$ cat src/rtl/pgs_pkg.sv
// Package: shared constants for the power-good supervisor.
// Assumes rail order: converters first, then linear regulators 1..4.
package pgs_pkg;
    localparam int N_CONV = 3;
    localparam int N_LDO  = 4;
    localparam int N_RAIL = N_CONV + N_LDO;
    localparam int CODE_W = 8;

    // Primary group: converters 1-3 and regulators 3-4; secondary: regulators 1-2
    localparam logic [N_RAIL-1:0] PRI_MASK = 7'b110_0111;
    localparam logic [N_RAIL-1:0] SEC_MASK = 7'b001_1000;

    // Lockout thresholds in input codes (20 mV per step)
    localparam logic [CODE_W-1:0] UV_TH0 = 8'd137;
    localparam logic [CODE_W-1:0] UV_TH1 = 8'd145;
    localparam logic [CODE_W-1:0] UV_TH2 = 8'd159;
    localparam logic [CODE_W-1:0] UV_TH3 = 8'd168;

    // Dropout margin of a linear regulator in input codes
    localparam logic [CODE_W-1:0] DROP_CODE = 8'd10;
endpackage

$ cat src/rtl/pgs_uvlo_cmp.sv
// Module: undervoltage-lockout comparator.
// Picks one of four thresholds by a 2-bit select and flags an input code
// strictly below it. Purely combinational.
module pgs_uvlo_cmp #(
    parameter int               CODE_W = 8,
    parameter logic [CODE_W-1:0] TH0   = 8'd137,
    parameter logic [CODE_W-1:0] TH1   = 8'd145,
    parameter logic [CODE_W-1:0] TH2   = 8'd159,
    parameter logic [CODE_W-1:0] TH3   = 8'd168
) (
    input  logic [CODE_W-1:0] vin_code,
    input  logic [1:0]        sel,
    output logic              uvlo
);
    logic [CODE_W-1:0] thr;

    // Select the active threshold and compare against it
    always_comb begin
        case (sel)
            2'd0:    thr = TH0;
            2'd1:    thr = TH1;
            2'd2:    thr = TH2;
            default: thr = TH3;
        endcase
        uvlo = (vin_code < thr);
    end
endmodule

$ cat src/rtl/pgs_dropout_chk.sv
// Module: per-regulator dropout detector.
// Flags regulator k when the input code is below its setting plus the
// dropout margin. Uses one extra bit so the sum cannot wrap.
module pgs_dropout_chk #(
    parameter int                N_LDO  = 4,
    parameter int                CODE_W = 8,
    parameter logic [CODE_W-1:0] MARGIN = 8'd10
) (
    input  logic [CODE_W-1:0]       vin_code,
    input  logic [N_LDO*CODE_W-1:0] ldo_set,
    output logic [N_LDO-1:0]        drop
);
    localparam logic [CODE_W:0] MARGIN_X = {1'b0, MARGIN};

    for (genvar k = 0; k < N_LDO; k++) begin : g_ldo
        logic [CODE_W:0] limit;
        // Compare the widened input code with setting plus margin
        always_comb begin
            limit   = {1'b0, ldo_set[k*CODE_W +: CODE_W]} + MARGIN_X;
            drop[k] = ({1'b0, vin_code} < limit);
        end
    end
endmodule

$ cat src/rtl/pgs_fault_latch.sv
// Module: shutdown latch and registered good outputs.
// Assumes fault_now is already gated by the rail enables. The latch sets on
// any fault, and clears only on a power-cycle with no fault present.
module pgs_fault_latch (
    input  logic clk,
    input  logic rst_n,
    input  logic fault_now,
    input  logic pwr_cycle,
    input  logic pri_any,
    input  logic sec_any,
    output logic shutdown,
    output logic pg_pri,
    output logic pg_sec
);
    logic shut_d;

    // Next latch state: a fault sets it, a power-cycle releases it
    always_comb shut_d = fault_now | (shutdown & ~pwr_cycle);

    // Register the latch and both good outputs
    always_ff @(posedge clk) begin
        if (!rst_n) begin
            shutdown <= 1'b0;
            pg_pri   <= 1'b0;
            pg_sec   <= 1'b0;
        end else begin
            shutdown <= shut_d;
            pg_pri   <= ~shut_d & pri_any;
            pg_sec   <= ~shut_d & sec_any;
        end
    end

    p_latch_hold_r7: assert property (@(posedge clk) disable iff (!rst_n)
        (shutdown && !pwr_cycle) |=> shutdown);

    p_release_r7: assert property (@(posedge clk) disable iff (!rst_n)
        (shutdown && pwr_cycle && !fault_now) |=> !shutdown);

    p_good_low_when_shut_r4: assert property (@(posedge clk) disable iff (!rst_n)
        shutdown |-> (!pg_pri && !pg_sec));
endmodule

$ cat src/rtl/pg_supervisor.sv
// Module: power-good fault supervisor top.
// Combines enable-gated rail faults, regulator dropout, over-temperature and
// undervoltage lockout into one fault term that feeds the shutdown latch.
// Assumes all inputs are synchronous to clk.
module pg_supervisor
    import pgs_pkg::*;
#(
    parameter int NUM_CONV = N_CONV,
    parameter int NUM_LDO  = N_LDO,
    parameter int VCODE_W  = CODE_W
) (
    input  logic                        clk,
    input  logic                        rst_n,
    input  logic [6:0]                  rail_en,
    input  logic [6:0]                  rail_flt,
    input  logic                        ot_flag,
    input  logic [VCODE_W-1:0]          vin_code,
    input  logic [1:0]                  uvlo_sel,
    input  logic [NUM_LDO*VCODE_W-1:0]  ldo_set,
    input  logic                        pwr_cycle,
    output logic                        pg_pri,
    output logic                        pg_sec,
    output logic                        shutdown
);
    localparam int RAILS = NUM_CONV + NUM_LDO;

    logic [NUM_LDO-1:0] ldo_drop;
    logic [RAILS-1:0]   rail_bad;
    logic               uvlo;
    logic               fault_now;
    logic               pri_any;
    logic               sec_any;

    pgs_uvlo_cmp #(
        .CODE_W (VCODE_W),
        .TH0    (UV_TH0),
        .TH1    (UV_TH1),
        .TH2    (UV_TH2),
        .TH3    (UV_TH3)
    ) u_uvlo (
        .vin_code (vin_code),
        .sel      (uvlo_sel),
        .uvlo     (uvlo)
    );

    pgs_dropout_chk #(
        .N_LDO  (NUM_LDO),
        .CODE_W (VCODE_W),
        .MARGIN (DROP_CODE)
    ) u_drop (
        .vin_code (vin_code),
        .ldo_set  (ldo_set),
        .drop     (ldo_drop)
    );

    // Gate per-rail faults by enables and merge global fault sources
    always_comb begin
        rail_bad  = (rail_flt | {ldo_drop, {NUM_CONV{1'b0}}}) & rail_en;
        fault_now = (|rail_bad) | ot_flag | uvlo;
        pri_any   = |(rail_en & PRI_MASK);
        sec_any   = |(rail_en & SEC_MASK);
    end

    pgs_fault_latch u_latch (
        .clk       (clk),
        .rst_n     (rst_n),
        .fault_now (fault_now),
        .pwr_cycle (pwr_cycle),
        .pri_any   (pri_any),
        .sec_any   (sec_any),
        .shutdown  (shutdown),
        .pg_pri    (pg_pri),
        .pg_sec    (pg_sec)
    );

    p_ot_shut_r4: assert property (@(posedge clk) disable iff (!rst_n)
        ot_flag |=> (shutdown && !pg_pri && !pg_sec));

    p_pri_needs_en_r9: assert property (@(posedge clk) disable iff (!rst_n)
        (rail_en[0] | rail_en[1] | rail_en[2] | rail_en[5] | rail_en[6]) == 1'b0
        |=> !pg_pri);

    p_sec_needs_en_r9: assert property (@(posedge clk) disable iff (!rst_n)
        (rail_en[3] | rail_en[4]) == 1'b0 |=> !pg_sec);

    p_dis_flt_ignored_r3: assert property (@(posedge clk) disable iff (!rst_n)
        (!shutdown && rail_en == 7'd0 && !ot_flag && !uvlo) |=> !shutdown);
endmodule

$ cat config.mk
export PLATFORM = sky130hd
export DESIGN_NAME = pg_supervisor
export DESIGN_NICKNAME = d
export VERILOG_FILES = /design/src/rtl/pgs_pkg.sv /design/src/rtl/pgs_uvlo_cmp.sv /design/src/rtl/pgs_dropout_chk.sv /design/src/rtl/pgs_fault_latch.sv /design/src/rtl/pg_supervisor.sv
export SDC_FILE = /design/constraint.sdc
export NUM_CORES = 1
export LEC_CHECK = 0
export BUFFER_PORTS_ARGS = -buffer_cell sky130_fd_sc_hd__clkbuf_2
export CAP_MARGIN = 15
export CORE_ASPECT_RATIO = 0.7
export CORE_MARGIN = 2
export CORE_UTILIZATION = 47
export DETAILED_ROUTE_END_ITERATION = 6
export GPL_ROUTABILITY_DRIVEN = 0
export PLACE_DENSITY = 0.81
export SLEW_MARGIN = 20
export SYNTH_ARGS = -nofsm -noshare
export SYNTH_HDL_FRONTEND = slang
export SYNTH_SLANG_ARGS = --single-unit
export TNS_END_PERCENT = 10
$ cat constraint.sdc
create_clock -name clk -period 2.9 [get_ports clk]
set_input_delay 0.58 -clock clk [delete_from_list [all_inputs] [get_ports clk]]
set_output_delay 0.58 -clock clk [all_outputs]
set_load 0.05 [all_outputs]
==> flow_summary.json <==
{
  "status": "completed",
  "drt_wl_total_mm": 3.197,
  "p_total_mw": 0.4111,
  "grt_pass1_wl_mm": 5.319,
  "synth_edf_count": 0,
  "met2_usage_pct": 30.86,
  "clockBufferDepth": 2,
  "rr_worst_depth": 5,
  "antenna_found_initial": 0,
  "min_from": "rst_n",
  "rsz0062_at_grt": "no",
  "grt_pass1_vias": 1260,
  "wl_per_cell_um": 11.84,
  "ir_drop_uv": 140.3,
  "synth_flop_cell": "dfxtp_1",
  "setup_viol": 0,
  "portBuffers": 62,
  "io_pins": 63,
  "syn_to_final_growth_pct": 30.30,
  "post_dp_cell_area_um2": 1677,
  "dr.pass1.iters": 4,
  "synth_simple_gate_area_share_pct": 14.20,
  "worst_setup_path_start_kind": "input pin",
  "arrival_ns": 2.50,
  "final_cells": 270,
  "slew_violations": 0,
  "power_leakage_nw": 0.9042,
  "clkTransAtPathRegs_ns": 0.04,
  "start_util_pct": 48.18,
  "dp_cells": 266,
  "whs_path_depth": 2,
  "crit_required_ns": 3.01,
  "finalSetupTns_ns": 0,
  "antenna_left": 0,
  "synth_top_family_by_area": "adder cells",
  "syn_avg_cell_area_um2": 7.865,
  "cts_tree": "built",
  "clock_sinks": 3,
  "n_antenna_cell": 0,
  "power-per-cell-area_nw_per_um2": 238.8,
  "tightest_slew_ns": 0.3225,
  "synth_commonest_cells": "ha_1 (40), nand2_1 (16), xor2_1 (16)",
  "min_to": "u_latch.shutdown",
  "grt_most_used_layer": "met1",
  "syn-instance-count": 168,
  "use_met1_pct": 31.77,
  "clock_skew_ns": 0.004807,
  "clk_latency_ns": 0.22,
  "synthAdderAreaFrac_pct": 37.88,
  "hp-class": "input pin to flop",
  "drcViolationCount": 0,
  "grt_max_degree": 6,
  "maxCapViolations": 0,
  "max_slew_margin_pct": 77.95,
  "fillers": 257,
  "grt_use_met3_pct": 2.093,
  "htreeDepth": 1,
  "hold_violations": 0,
  "postCtsSetupRepairBufs": 0,
  "syn-num-nets": 268,
  "synth_xor_area_share_pct": 13.26,
  "synth_most_common_cell": "ha_1",
  "dp_hpwl_mm": 2.834,
  "whs_ns": 0.6041,
  "synth.mux.area_fraction_pct": 0,
  "period_needed_ns": 2.390,
  "avgViaCountPerCell": 5.244,
  "max_freq_mhz": 418.3,
  "die_x_um": 67.37,
  "synth_area_leaders": "ha_1 (38%), xor2_1 (11%), a21oi_1 (5.3%), o21ai_0 (4.9%), dfxtp_1 (4.5%)",
  "std_cell_rows": 16,
  "cp_max_fo": 3,
  "synth_cell_types": 34,
  "grt_remaining_overflow": 0,
  "timing.final.crit_share_pct": 82.43,
  "ys_seq_elements": 3,
  "die_y_um": 48.36,
  "synth-seq-area-share_pct": 4.545,
  "drive_above_1_share_pct": 29.06,
  "synthArstFlopShare_pct": 0,
  "core_area_um2": 2743,
  "finalInstanceArea_um2": 1722,
  "grt_usage_pct": 20.35,
  "numCtsBuffers": 3,
  "cts_hold_buf": 0,
  "dieArea_um2": 3258,
  "setup.worst_path.class": "input pin to flop",
  "synth.top_cell.area_share_pct": 37.88,
  "worstSetupEndpointType": "flop",
  "nets": 335,
  "rrSetupSlack_ns": 1.45,
  "synth_compound_area_share_pct": 26.14,
  "ctsResizeCount": 0,
  "ys_warn_count": 0,
  "r2r-end": "u_latch.shutdown",
  "netlist_area_um2": 1321,
  "drtIter0Drc": 65,
  "clockRootBuffer": "clkbuf_8",
  "vias": 1416,
  "r2r_start": "u_latch.shutdown",
  "synth_area_leader_cell": "ha_1"
}
## layout make-up
type	count	area, µm²	share of cell area [%]
clock buffer	4	45.04	2.616
inverter	14	52.55	3.052
multi-input combinational	151	1209	70.20
sequential	3	60.06	3.488
tap	36	45.04	2.616
timing repair buffer	62	310.3	18.02
## report_power, final
part / total (mW) / internal, mW / switching (mW) / leakage (nW)
clock network: 0.127 / 0.0942 / 0.0325 / 0.0228
registers: 0.0429 / 0.0424 / 0.000452 / 0.0245
logic: 0.242 / 0.112 / 0.129 / 0.857
## logic make-up after synthesis
group	after synthesis
buffers and inverters	14
xor gates and xnor gates	20
AOI/OAI and AO/OA	52
DFF	3
adders and majority gates	40
and+or+nand+nor	39
## registers in the layout, indices dropped and copies added, names as in the netlist
name              cells
u_latch.pg_sec        1
u_latch.shutdown      1
u_latch.pg_pri        1
## through the flow
step / worst slack, ns / util (%)
2_1_floorplan: 0.6079 / -
3_3_place_gp: 0.3189 / 61.13
3_5_place_dp: 0.2864 / 61.13
4_1_cts: 0.5120 / 62.77
5_1_grt: 0.3392 / 62.77
6_report: 0.5096 / 62.77
## metal layers
layer	share of wire (%)	wire, µm	vias up
met5	0	0	-
met4	0	0	0
met3	6.0	193	0
met2	40	1291	41
met1	54	1712	606
li1	-	-	769
## cells in the final DEF (no fill, tap or decap), drive strengths merged
cell / netlist / routed
inv: 14 / 14
nor2b: 2 / 2
a2111oi: 1 / 1
dfxtp: 3 / 3
nand2: 16 / 16
o311ai: 1 / 1
nor3: 2 / 2
ha: 40 / 40
xor2: 16 / 16
clkbuf: 0 / 66
a2bb2oi: 1 / 1
or4: 1 / 1
nand3: 1 / 1
o2111ai: 4 / 4
nand2b: 2 / 2
o31ai: 1 / 1
xnor2: 4 / 4
nand4: 2 / 2
a31o: 1 / 1
o31a: 1 / 1
a222oi: 1 / 1
o211ai: 5 / 5
a211o: 1 / 1
and2: 1 / 1
a211oi: 3 / 3
o311a: 1 / 1
o21ai: 13 / 13
a21boi: 1 / 1
nor2: 9 / 9
a21oi: 16 / 16
a311o: 1 / 1
nor3b: 1 / 1
and4: 2 / 2
## critical path: stages
cell,delay (ns)
clkbuf_2,0.11
ha_1,0.23
o21ai_0,0.20
xor2_1,0.11
ha_1,0.30
and4_1,0.18
o21ai_0,0.08
o211ai_1,0.19
and4_1,0.20
nand4_1,0.12
and2_1,0.19
## how the worst max path moves through the flow
stage,endpoint,slack [ns],depth (start not counted),from
2_1_floorplan,u_latch.shutdown,0.61,10,ldo_set[9]
3_5_place_dp,u_latch.shutdown,0.29,11,ldo_set[9]
5_1_grt,u_latch.shutdown,0.34,11,ldo_set[9]
6_report,u_latch.shutdown,0.51,11,ldo_set[9]
3_3_place_gp,u_latch.shutdown,0.32,11,ldo_set[9]
4_1_cts,u_latch.shutdown,0.51,11,ldo_set[9]
No activity file was read; power rests on OpenSTA's default activity.
